<file path="src/rtl/tmr_chan_regs.sv">
module tmr_chan_regs #(
  parameter int ADDR_W = 8,
  parameter int CNT_W  = 16
) (
  input  logic              clk,
  input  logic              rst_n,
  input  logic [ADDR_W-1:0] addr,
  input  logic              wr_en,
  input  logic              rd_en,
  input  logic [31:0]       wdata,
  output logic [31:0]       rdata,
  input  logic [CNT_W-1:0]  cnt_val,
  input  logic [CNT_W-1:0]  cap_a,
  input  logic [CNT_W-1:0]  cap_b,
  input  logic [CNT_W-1:0]  cmp_c,
  input  logic              ev_ovf,
  input  logic              ev_cmp_a,
  input  logic              ev_cmp_b,
  input  logic              ev_cmp_c,
  input  logic              ev_ld_a,
  input  logic              ev_ld_b,
  input  logic              ev_ext_trig,
  input  logic              clk_running,
  input  logic              pin_a,
  input  logic              pin_b,
  output logic              cmd_clk_on,
  output logic              cmd_clk_off,
  output logic              cmd_sw_trig,
  output logic [31:0]       mode,
  output logic              irq
);
  localparam logic [ADDR_W-1:0] OFF_CMD  = ADDR_W'(8'h00);
  localparam logic [ADDR_W-1:0] OFF_MODE = ADDR_W'(8'h04);
  localparam logic [ADDR_W-1:0] OFF_CNT  = ADDR_W'(8'h10);
  localparam logic [ADDR_W-1:0] OFF_A    = ADDR_W'(8'h14);
  localparam logic [ADDR_W-1:0] OFF_B    = ADDR_W'(8'h18);
  localparam logic [ADDR_W-1:0] OFF_C    = ADDR_W'(8'h1C);
  localparam logic [ADDR_W-1:0] OFF_STAT = ADDR_W'(8'h20);
  localparam logic [ADDR_W-1:0] OFF_MSET = ADDR_W'(8'h24);
  localparam logic [ADDR_W-1:0] OFF_MCLR = ADDR_W'(8'h28);
  localparam logic [ADDR_W-1:0] OFF_MASK = ADDR_W'(8'h2C);
  localparam int WAVE_BIT = 15;

  logic [7:0] flags, mask, new_ev;
  logic       pend_a, pend_b;

  wire wr_cmd  = wr_en && addr == OFF_CMD;
  wire wr_mode = wr_en && addr == OFF_MODE;
  wire wr_mset = wr_en && addr == OFF_MSET;
  wire wr_mclr = wr_en && addr == OFF_MCLR;
  wire rd_stat = rd_en && addr == OFF_STAT;
  wire rd_a    = rd_en && addr == OFF_A;
  wire rd_b    = rd_en && addr == OFF_B;

  wire wave  = mode[WAVE_BIT];
  wire ld_a  = ev_ld_a & ~wave;
  wire ld_b  = ev_ld_b & ~wave;
  wire ovr_a = ld_a & pend_a & ~rd_a;
  wire ovr_b = ld_b & pend_b & ~rd_b;

  assign new_ev = {ev_ext_trig, ld_b, ld_a, ev_cmp_c,
                   ev_cmp_b & wave, ev_cmp_a & wave, ovr_a | ovr_b, ev_ovf};
  assign irq = |(flags & mask);

  always_ff @(posedge clk or negedge rst_n) begin
    if (!rst_n) begin
      mode        <= '0;
      flags       <= '0;
      mask        <= '0;
      pend_a      <= 1'b0;
      pend_b      <= 1'b0;
      cmd_clk_on  <= 1'b0;
      cmd_clk_off <= 1'b0;
      cmd_sw_trig <= 1'b0;
    end else begin
      if (wr_mode) mode <= wdata;
      flags <= (rd_stat ? 8'h00 : flags) | new_ev;
      mask  <= (mask | (wr_mset ? wdata[7:0] : 8'h00)) & ~(wr_mclr ? wdata[7:0] : 8'h00);
      pend_a <= rd_a ? ld_a : (pend_a | ld_a);
      pend_b <= rd_b ? ld_b : (pend_b | ld_b);
      cmd_clk_off <= wr_cmd & wdata[1];
      cmd_clk_on  <= wr_cmd & wdata[0] & ~wdata[1];
      cmd_sw_trig <= wr_cmd & wdata[2];
    end
  end

  always_comb begin
    rdata = '0;
    if (rd_en) begin
      case (addr)
        OFF_MODE: rdata = mode;
        OFF_CNT:  rdata = 32'(cnt_val);
        OFF_A:    rdata = 32'(cap_a);
        OFF_B:    rdata = 32'(cap_b);
        OFF_C:    rdata = 32'(cmp_c);
        OFF_STAT: rdata = {13'h0, pin_b, pin_a, clk_running, 8'h00, flags};
        OFF_MASK: rdata = {24'h0, mask};
        default:  rdata = '0;
      endcase
    end
  end

  AST_CMD_OFF_WINS: assert property (@(posedge clk) disable iff (!rst_n)
    (wr_cmd && wdata[1]) |=> (cmd_clk_off && !cmd_clk_on));
  AST_CMD_QUIET: assert property (@(posedge clk) disable iff (!rst_n)
    !wr_cmd |=> !(cmd_clk_on || cmd_clk_off || cmd_sw_trig));
  AST_FLAGS_STICKY: assert property (@(posedge clk) disable iff (!rst_n)
    !rd_stat |=> ((flags & $past(flags)) == $past(flags)));
  AST_OVF_KEPT: assert property (@(posedge clk) disable iff (!rst_n)
    (rd_stat && ev_ovf) |=> flags[0]);
  AST_NO_OVERRUN_WAVE: assert property (@(posedge clk) disable iff (!rst_n)
    (wave && !flags[1]) |=> !flags[1]);
  AST_NO_CMPA_CAPTURE: assert property (@(posedge clk) disable iff (!rst_n)
    (!wave && !flags[2]) |=> !flags[2]);
  AST_MASK_CLEARED: assert property (@(posedge clk) disable iff (!rst_n)
    wr_mclr |=> ((mask & $past(wdata[7:0])) == 8'h00));
endmodule

</file>
<file path="config.mk">
export PLATFORM = sky130hd
export DESIGN_NAME = tmr_chan_regs
export DESIGN_NICKNAME = d
export VERILOG_FILES = /design/src/rtl/tmr_chan_regs.sv
export SDC_FILE = /design/constraint.sdc
export NUM_CORES = 1
export LEC_CHECK = 0
export ABC_AREA = 0
export BUFFER_PORTS_ARGS = -buffer_cell sky130_fd_sc_hd__buf_2
export CORE_UTILIZATION = 35
export CTS_CLUSTER_SIZE = 30
export DETAILED_ROUTE_END_ITERATION = 16
export PLACE_DENSITY = 0.66
export SETUP_SLACK_MARGIN = 0.3
export SYNTH_ARGS = -nofsm -noshare
export SYNTH_HDL_FRONTEND = slang
export SYNTH_SLANG_ARGS = --single-unit
</file>
<file path="constraint.sdc">
create_clock -name clk -period 2.21 [get_ports clk]
set_input_delay 0.1105 -clock clk [delete_from_list [all_inputs] [get_ports clk]]
set_output_delay 0.1105 -clock clk [all_outputs]
set_load 0.01 [all_outputs]
</file>
==> reports/qor.yml, run 1 <==
status:
  outcome: "finished clean"
clock_tree:
  clkLatencyLatePin_ns: 0.31
  clk_path_buf_depth: 2
  numClockSinks: 53
  htree_levels: 2
  cts_tree: "built"
  clkTransAtPathRegs_ns: 0.10
  root_buffer: "clkbuf_8"
  cts_buffers: 5
timing:
  slew_headroom_pct: 47.9
  fin_worst_skew_ns: 0.00598
  fin_tns_setup_ns: 0
  hold_viol: 0
  rsz0062_at_grt: "no"
  fin_crit_sh_pct: 81.9
  period_needed_ns: 1.81
  worst_pin_slew_ns: 0.780
  maxSlewViolCount: 0
  finalSetupViolCount: 0
  clock.fmax_mhz: 553
setup_path:
  rr_endpoint: "flags[1]"
  cp_data_arrival_time_ns: 1.70
  r2r_start: "mode[15]"
  path_max_fanout: 21
  crit_start: "addr[3]"
  cp-endpoint: "rdata[4]"
  worstRegToRegCells: 3
  start_kind: "input pin"
  cp-end-kind: "output pin"
  worstPathRequired_ns: 2.10
  path_class: "in2out"
  r2r_slack_ns: 1.00
synth:
  async_reset_ff_share_pct: 100
  synth-main-ff-cell: "dfrtp_1"
  synthCells: 320
  ys_ff_latch: 53
  syn_area_per_cell_um2: 10.5
  synth_edf_count: 0
  synth_fp_nets: 438
  ys_types: 40
  syn_area_mm2: 0.00336
  ys_seq_area_share_pct: 39.5
  yosys_warnings: 0
route:
  viasPerCell: 5.25
  drc: 0
  vias: 3321
  ant_nets: 0
  dr.first_iter.drc_count: 109
  drtPass1Iterations: 4
  routedWlPerCell_um: 17.4
  finalWirelength_mm: 11.0
global_route:
  grt_pass1_wl_mm: 17.5
  grt_max_degree: 54
  antenna_found_initial: 0
  grt_pass1_vias: 3397
  grt_overflow_total: 0
  grt_usage_pct: 22.5
place:
  dp.final_hpwl_mm: 8.49
  numPortBuffers: 185
  place_congestion: 0.845
  placed_area_mm2: 0.00438
floorplanning:
  core-area_mm2: 0.00928
  dieArea_mm2: 0.00999
  initial_core_util_pct: 36.2
  fp.dieW_um: 100
  rows: 35
  dieHeight_um: 100
  ios: 186
power:
  internal_power_mw: 1.46
  pwr_density_cell_mw_per_mm2: 450
  seq_power_share_pct: 51.9
  swShare_pct: 29.0
  p_leak_nw: 2.42
  peakVddDrop_mv: 0.245
  pwr-share-clk_pct: 28.5
  p_switching_mw: 0.594
  power_frac_comb_pct: 19.7
hold_path:
  hold_depth: 2
  min-delay-path-class: "in2reg"
  hp-start: "wdata[6]"
final_layout:
  layout-drive-gt1-share_pct: 49.6
  register_area_mm2: 0.00133
  fin_area_mm2: 0.00455
  final_common_cell: "buf_2"
  multi_input_area_mm2: 0.00189
  final_cell_mix: "185 x buf_2, 53 x dfrtp_1, 30 x mux2_4"
  areaGrowthSynthToFinish_pct: 35.6
  nFillCells: 920
  nets: 621
  antennaDiodeCount: 0
run:
  maxCapViolCount: 0
==> per-stage QoR <==
step                util (%)  worst slack, ns  power (mW)  std cells  hold slack, ns
detailed placement      47.1            0.319        1.47        617           0.294
global route            49.1            0.329        2.14        633         0.00168
floorplan                  -            0.802        1.25        320          -0.185
global placement        47.1            0.370        1.46        617           0.279
finish                  49.1            0.401        2.05        633          0.0110
CTS                     49.0            0.311        2.07        633       0.0000392
==> what timing repair did <==
item,CTS,global route
hold buffers,8,0
hold endpoints to repair,60,0
setup endpoints to repair,0,9
gates resized for setup,0,4
setup buffers,0,0
==> synth_stat cells, types with 2 or more instances <==
cell | count | area [µm²]
a21o_1 | 15 | 113
a21oi_1 | 21 | 105
a22o_1 | 14 | 123
a22oi_1 | 16 | 120
a31oi_1 | 8 | 50.1
a32o_1 | 3 | 30.0
and2_1 | 11 | 68.8
and3_1 | 23 | 144
and3b_1 | 3 | 26.3
and4_1 | 2 | 17.5
buf_2 | 8 | 40.0
buf_4 | 3 | 22.5
buf_6 | 4 | 45.0
clkbuf_1 | 10 | 37.5
clkbuf_2 | 2 | 10.0
dfrtp_1 | 53 | 1330
mux2_2 | 2 | 22.5
mux2_4 | 30 | 450
mux2i_1 | 4 | 40.0
mux4_2 | 4 | 90.1
nand2_1 | 15 | 56.3
nand3_1 | 16 | 80.1
nand4_1 | 3 | 18.8
nor2_1 | 11 | 41.3
nor2b_1 | 5 | 31.3
nor3_1 | 8 | 40.0
o21ai_0 | 12 | 60.1
or3_1 | 2 | 12.5
==> worst max-delay path, cell delays in order <==
cell     delay [ns]
buf_2          0.27
buf_4          0.28
and3b_2        0.36
nand3_1        0.10
a21o_1         0.18
a31oi_1        0.21
buf_2          0.17
==> state kept, by name, indices dropped and copies added (netlist names) <==
name	count
mode	32
flags	8
mask	8
cmd_clk_off	1
cmd_clk_on	1
cmd_sw_trig	1
pend_a	1
pend_b	1
==> worst min path at each step <==
| stage | endpoint | slack (ns) |
|---|---|---|
| after floorplan | cmd_clk_off | -0.19 |
| after global placement | mode[18] | 0.28 |
| after global routing | mode[26] | 0.002 |
| after detailed placement | mode[18] | 0.29 |
| final | mask[6] | 0.01 |
| after CTS | mask[3] | 0.00004 |
==> area by class of cell <==
class                   instances  share of cell area, %
flip-flops and latches         53                   29.1
clock buffers                   5                   1.51
repair buffers                204                   23.9
multi-input cells             239                   41.5
clock inverters                 3                  0.467
well taps                     129                   3.54
==> routing by layer <==
layer,vias up,wire (µm),global-route usage [%]
met5,-,0,0
met4,0,154,6.91
met3,14,778,3.97
met2,156,5400,38.9
met1,1578,4710,28.6
li1,1573,-,-
==> cell families after synthesis <==
logic type | share of synthesized area, %
buffers and inverters | 4.73
muxes | 18.0
and+or+nand+nor | 18.7
AOI/OAI and AO/OA | 19.2
DFF | 39.5
==> power groups by stage <==
stage	clock network [mW]	logic [mW]	registers [mW]
3_3_place_gp	0	0.384	1.08
4_1_cts	0.606	0.404	1.06
5_1_grt	0.635	0.439	1.07
3_5_place_dp	0	0.392	1.08
6_report	0.583	0.403	1.06
2_1_floorplan	0	0.167	1.08
No activity file was read; power rests on OpenSTA's default activity.
==> run 2: changes to the inputs <==
ABC_AREA = 1   (was 0)
clock period = 1.7 ns   (was 2.21 ns; I/O delays follow)
==> run 2 against run 1 <==
  * Synthesized area about the same
  * Wire length is 11% higher
  * Via count increased by 25%
  * Critical path depth grew 4
  * Final cell count up 35%
  * Non-clock buffer count rose by 63
  * Highest routed layer unchanged
==> reports/qor.yml, run 2 <==
synth:
  syn_area_per_cell_um2: 7.22  # -31%
  syn_area_mm2: 0.00336  # about the same
  ys_top_cells_by_count: "103 x nand2_1, 82 x nand3_1, 63 x nor2_1"
  synth-xor-area-share_pct: 0  # unchanged
  synth-main-ff-cell: "dfrtp_1"
  synth_top_family_by_area: "simple AND/OR/NAND/NOR gates"
  yosysMostFrequentCell: "nand2_1"
  ys_types: 26  # -35%
  synth_top_area_share_pct: 39.5  # about the same
  synth.area.top_cells: "dfrtp_1 39%, nand3_1 12%, nand2_1 12%"
  synth_adder_area_share_pct: 0  # unchanged
  yosys_warnings: 0  # unchanged
  synthCells: 465  # +45%
  muxShareOfSynthArea_pct: 0  # -18 points
  synthSimpleGateAreaFrac_pct: 38.0  # +19 points
  synth_edf_count: 0  # unchanged
  ys_seq_area_share_pct: 39.5  # about the same
  synth-compound-area-share_pct: 13.5  # -5.7 points
  async_reset_ff_share_pct: 100  # unchanged
  ys_ff_latch: 53  # unchanged
  synth_fp_nets: 583  # +33%
  yosys.area.top_type: "dfrtp_1"
timing:
  clock.fmax_mhz: 730
  rsz0062_at_grt: "yes"
  fin_tns_setup_ns: 0  # unchanged
  fin_worst_skew_ns: 0.00824  # +0.00225 ns
  period_needed_ns: 1.37
  maxSlewViolCount: 0  # unchanged
  hold_ws_ns: 0.00690  # -0.00411 ns
  finalSetupViolCount: 0  # unchanged
  fin_crit_sh_pct: 80.5
  hold_viol: 0  # unchanged
  slew_headroom_pct: 64.2  # +16 points
  worst_pin_slew_ns: 0.534  # -0.246 ns
clock_tree:
  clkTransAtPathRegs_ns: 0.11  # about the same
  root_buffer: "clkbuf_8"
  clkLatencyLatePin_ns: 0.30  # about the same
  cts_buffers: 5  # unchanged
  numClockSinks: 53  # unchanged
  htree_levels: 2  # unchanged
  cts_tree: "built"
  clk_path_buf_depth: 2  # unchanged
hold_path:
  holdPathEnd: "flags[2]"
  min-delay-path-class: "in2reg"
  hp-start: "ev_cmp_a"
  hold_depth: 2  # unchanged
status:
  outcome: "finished clean"
final_layout:
  nFillCells: 829  # -9.9%
  final_common_cell: "buf_2"
  fin_area_mm2: 0.00551  # +21%
  top_register: "mode"
  layout.cells.non_filler: 852  # +35%
  layout-drive-gt1-share_pct: 43.8  # -5.8 points
  largest_register_ffs: 32  # unchanged
  register_area_mm2: 0.00133  # unchanged
  areaGrowthSynthToFinish_pct: 64.2
  final_cell_mix: "178 x buf_2, 100 x nand2_1, 76 x nand3_1"
  nets: 839  # +35%
  reg.largest.list: "mode (32), flags (8), mask (8)"
  multi_input_area_mm2: 0.00187  # -0.79%
floorplanning:
  dieHeight_um: 100  # about the same
  fp.dieW_um: 100  # about the same
  ios: 186  # unchanged
  core-area_mm2: 0.00928  # unchanged
  dieArea_mm2: 0.00999  # about the same
  rows: 35  # unchanged
  initial_core_util_pct: 36.2  # about the same
place:
  placed_area_mm2: 0.00446  # +2.0%
  numPortBuffers: 185  # unchanged
  place_congestion: 0.857  # +1.5%
  dp.final_hpwl_mm: 8.45  # -0.47%
  dp.cells: 771  # +25%
power:
  p_total_mw: 2.93  # +43%
  p_leak_nw: 2.97  # +22%
  peakVddDrop_mv: 0.486  # +98%
  pwr_density_cell_mw_per_mm2: 531  # +18%
global_route:
  grt_pass1_wl_mm: 18.1  # +3.3%
  grt_pass1_vias: 3869  # +14%
  grt_usage_pct: 22.8  # +0.31 points
  grt_overflow_total: 0  # unchanged
  grt_max_degree: 54  # unchanged
  antenna_found_initial: 1  # +1
setup_path:
  path_max_fanout: 8  # -62%
  rr_endpoint: "flags[1]"
  r2r_start: "mode[15]"
  worstRegToRegCells: 6  # +3
  start_kind: "input pin"
  cp-end-kind: "output pin"
  cp_data_arrival_time_ns: 1.28  # -0.42 ns
  worstPathRequired_ns: 1.62  # -0.48 ns
  path_class: "in2out"
  r2r_slack_ns: 0.62  # -0.38 ns
route:
  routedWlPerCell_um: 14.4  # -18%
  drtPass1Iterations: 4  # unchanged
  ant_nets: 0  # unchanged
  viasPerCell: 4.85  # -7.5%
  dr.first_iter.drc_count: 260  # +140%
  vias: 4135  # +25%
  drc: 0  # unchanged
  finalWirelength_mm: 12.2  # +11%
run:
  maxCapViolCount: 0  # unchanged
run 2: critical path: stages:
cell and delay (ns):
buf_4 0.15, inv_6 0.08, nand2_4 0.05, nor2_4 0.12, buf_12 0.14, clkbuf_16 0.14
nand3_1 0.07, nand2_1 0.08, nor2_1 0.06, a21oi_1 0.14, buf_2 0.16
run 2: cell type report:
cell class	instances	area share (%)
multi-input cells	352	34.0
diodes	1	0.0454
inverters	42	3.09
repair buffers	267	34.2
clock buffers	5	1.25
flip-flops and latches	53	24.1
well taps	129	2.93
clock inverters	3	0.477
run 2: per-layer routing:
| metal | GRT usage, % | part of all wire (%) | vias to the layer above |
|---|---|---|---|
| li1 | - | - | 2029 |
| met5 | 0 | 0 | - |
| met1 | 28.3 | 41 | 1900 |
| met4 | 6.45 | 1.4 | 0 |
| met2 | 41.1 | 51 | 188 |
| met3 | 3.34 | 6.2 | 18 |
run 2: kinds of logic (layout without fill, tap and decap cells):
family,Yosys count,after routing
compound gates,73,73
other cells,0,1
flops,53,53
simple gates,277,279
buf+inv,62,317
run 2: report_power, final:
part | total [mW] | switching, mW | internal [mW] | leakage (nW)
Sequential | 1.46 | 0.0909 | 1.37 | 0.602
Clock | 0.739 | 0.438 | 0.301 | 0.0487
Combinational | 0.725 | 0.362 | 0.363 | 2.32
run 2: worst max path at each step:
| stage | start | end | slack (ns) | cells past startpoint |
|---|---|---|---|---|
| after floorplan | addr[0] | rdata[5] | 0.59 | 8 |
| after global placement | addr[1] | rdata[8] | 0.18 | 9 |
| after detailed placement | addr[1] | rdata[8] | 0.12 | 9 |
| after CTS | flags[2] | irq | 0.31 | 5 |
| after global routing | addr[1] | rdata[4] | 0.23 | 10 |
| final | addr[3] | rdata[3] | 0.33 | 11 |
run 2: timing repair:
action | CTS | global route
setup buffers | 6 | 24
hold buffers | 35 | 0
resized for setup | 14 | 42
endpoints found under the hold margin | 87 | 0
gates cloned | 2 | 5
pin swaps | 5 | 21
setup endpoints to repair | 30 | 21
run 2: through the flow:
step,worst slack (ns),utilization (%)
2_1_floorplan,0.587,-
3_3_place_gp,0.180,48.1
3_5_place_dp,0.118,48.1
4_1_cts,0.307,54.4
5_1_grt,0.228,59.4
6_report,0.331,59.4
==> run 3: changes to the inputs <==
ABC_AREA = 0   (was 1)
clock period = 1.4 ns   (was 1.7 ns; I/O delays follow)
==> run 3 against run 2 <==
  * The flow now finishes with violations (negative setup slack)
  * Final area grew 7.9%
  * Die area about the same
  * Setup slack got worse by 0.42 ns
  * Sequential power rose by 16%
  * Final cell count fell by 16%
  * Combinational power is 21% higher
  * Utilization increased by 4.7 points
  * Register-to-register slack got worse by 0.29 ns
  * Via count fell by 8.1%
  * Non-clock buffer count grew 13
  * Count of clock-buffer cells in the layout is the same
  * Largest power group unchanged
==> reports/qor.yml, run 3 (same netlist as run 1, synthesis figures left out) <==
setup_path:
  cp-end-kind: "output pin"
  worstPathRequired_ns: 1.33  # -0.29 ns
  cp_data_arrival_time_ns: 1.42  # +0.14 ns
  r2r_slack_ns: 0.33  # -0.29 ns
  start_kind: "input pin"
  path_max_fanout: 8  # unchanged
  path_class: "in2out"
timing:
  finalSetupViolCount: 18  # +18
  rsz0062_at_grt: "yes"
  period_needed_ns: 1.49
  clock.fmax_mhz: 672
  fin_crit_sh_pct: 106
  hold_viol: 0  # unchanged
  hold_ws_ns: 0.188  # +0.181 ns
  slew_headroom_pct: 72.7  # +8.5 points
  maxSlewViolCount: 0  # unchanged
  fin_worst_skew_ns: 0.00506  # -0.00318 ns
  setup_slack_ns: -0.0886  # -0.420 ns
  worst_pin_slew_ns: 0.409  # -0.125 ns
place:
  pre_cts_slack_ns: -0.240  # -0.358 ns
  numPortBuffers: 185  # unchanged
  place_congestion: 0.801  # -6.6%
  dp.final_hpwl_mm: 8.78  # +3.9%
final_layout:
  reg.largest.list: "mode (32), flags (8), mask (8)"
  nets: 702  # -16%
  layout-drive-gt1-share_pct: 62.1  # +18 points
  areaGrowthSynthToFinish_pct: 77.1
  final_cell_mix: "157 x buf_2, 52 x dfrtp_1, 46 x buf_6"
  final_common_cell: "buf_2"
  largest_register_ffs: 32  # unchanged
  fin_util_pct: 64.1  # +4.7 points
  antennaDiodeCount: 0  # -1
  nFillCells: 772  # -6.9%
  top_register: "mode"
clock_tree:
  clk_path_buf_depth: 2  # unchanged
  clkTransAtPathRegs_ns: 0.10  # about the same
  cts_tree: "built"
  clkLatencyLatePin_ns: 0.31  # about the same
  cts_buffers: 5  # unchanged
  htree_levels: 2  # unchanged
  numClockSinks: 53  # unchanged
  root_buffer: "clkbuf_8"
floorplanning:
  fp.dieW_um: 100  # about the same
  initial_core_util_pct: 36.2  # about the same
  rows: 35  # unchanged
  ios: 186  # unchanged
  dieArea_mm2: 0.00999  # about the same
  dieHeight_um: 100  # about the same
  core-area_mm2: 0.00928  # unchanged
run:
  maxCapViolCount: 0  # unchanged
power:
  p_leak_nw: 2.88  # -3.1%
  seq_power_share_pct: 48.2  # -1.8 points
  p_switching_mw: 1.03  # +16%
  p_total_mw: 3.50  # +20%
  pwr-share-clk_pct: 26.7  # +1.4 points
  pwr_density_cell_mw_per_mm2: 588  # +11%
  power_frac_comb_pct: 25.1  # +0.3 points
  peakVddDrop_mv: 0.462  # -4.9%
  swShare_pct: 29.6  # -0.87 points
  internal_power_mw: 2.46  # +21%
route:
  ant_nets: 0  # unchanged
  top_layer_used: "met5"
  vias: 3800  # -8.1%
  wl_met2_mm: 6.78  # +7.9%
  routedWlPerCell_um: 18.5  # +28%
  wl_met1_mm: 5.28  # +4.8%
  wl_met3_um: 944  # +23%
  finalWirelength_mm: 13.2  # +7.6%
  viasPerCell: 5.32  # +9.7%
  dr.first_iter.drc_count: 157  # -40%
  drtPass1Iterations: 5  # +1
  drc: 0  # unchanged
global_route:
  antenna_found_initial: 1  # unchanged
  grt_overflow_total: 0  # unchanged
  grt_pass1_wl_mm: 19.5  # +8.1%
  grt_pass1_vias: 3828  # -1.1%
  grt_max_degree: 54  # unchanged
  grt_usage_pct: 24.9  # +2.1 points
hold_path:
  min-delay-path-class: "in2reg"
status:
  outcome: "finished, violations left"
  violations: "negative setup slack"
[run 3: changes by cell type in the layout (fill, tap and decap cells not counted), sizes merged, moves of 15 or more]
cell / change
o21ai: -27
nand3: -68
a22oi: +16
and3: +24
nand2: -100
nor2: -65
inv: -41
mux2: +32
buf: +15
[run 3: final timing paths]
kind | startpoint | endpoint | cells after the start
min in group asynchronous | rst_n | mode[27] | 3
min | rd_en | flags[1] | 4
min reg2reg | pend_a | pend_a | 1
max reg2reg | mode[15] | flags[1] | 3
max in group asynchronous | rst_n | mode[15] | 3
max | addr[4] | rdata[12] | 8
[run 3: routing by layer]
layer  track usage, %  vias to the layer above
met3             4.74                       18
met5                0                        -
met1             30.4                     1855
met2             45.6                      180
li1                 -                     1745
met4             4.91                        2
[run 3: worst max-delay path, stage by stage]
cell and delay, ns:
buf_8 0.10, or3b_1 0.41, a21oi_2 0.20, o311ai_4 0.11
buf_6 0.14, buf_12 0.14, a21oi_2 0.10, buf_2 0.14
[run 3: what timing repair did]
item,CTS,global route
setup endpoints to repair,70,82
gates resized for setup,77,59
hold buffers,37,1
pin swaps,27,19
buffers inserted,7,6
endpoints found under the hold margin,89,1
cloned,7,0
[run 3: power by group through the flow]
| stage | combinational [mW] | clock (mW) | sequential [mW] |
|---|---|---|---|
| after CTS | 0.829 | 0.962 | 1.68 |
| after detailed placement | 0.692 | 0 | 1.71 |
| after global placement | 0.676 | 0 | 1.70 |
| after global routing | 0.937 | 1.03 | 1.70 |
| after floorplan | 0.283 | 0 | 1.71 |
| final | 0.877 | 0.934 | 1.69 |
[run 3: stage by stage]
stage | setup TNS [ns] | instance area (µm²) | std cells
2_1_floorplan | 0 | 3500 | 320
3_3_place_gp | -8.32 | 4730 | 648
3_5_place_dp | -9.36 | 4730 | 648
4_1_cts | -0.485 | 5620 | 707
5_1_grt | -1.75 | 5950 | 714
6_report | -0.966 | 5950 | 714
[run 3: layout make-up]
| class | instances | area [µm²] | area share (%) |
|---|---|---|---|
| Clock inverter | 3 | 26.3 | 0.442 |
| Multi-Input combinational cell | 244 | 2330 | 39.2 |
| Timing Repair Buffer | 280 | 2030 | 34.2 |
| Clock buffer | 5 | 68.8 | 1.16 |
| Sequential cell | 53 | 1330 | 22.3 |
| Tap cell | 129 | 161 | 2.71 |
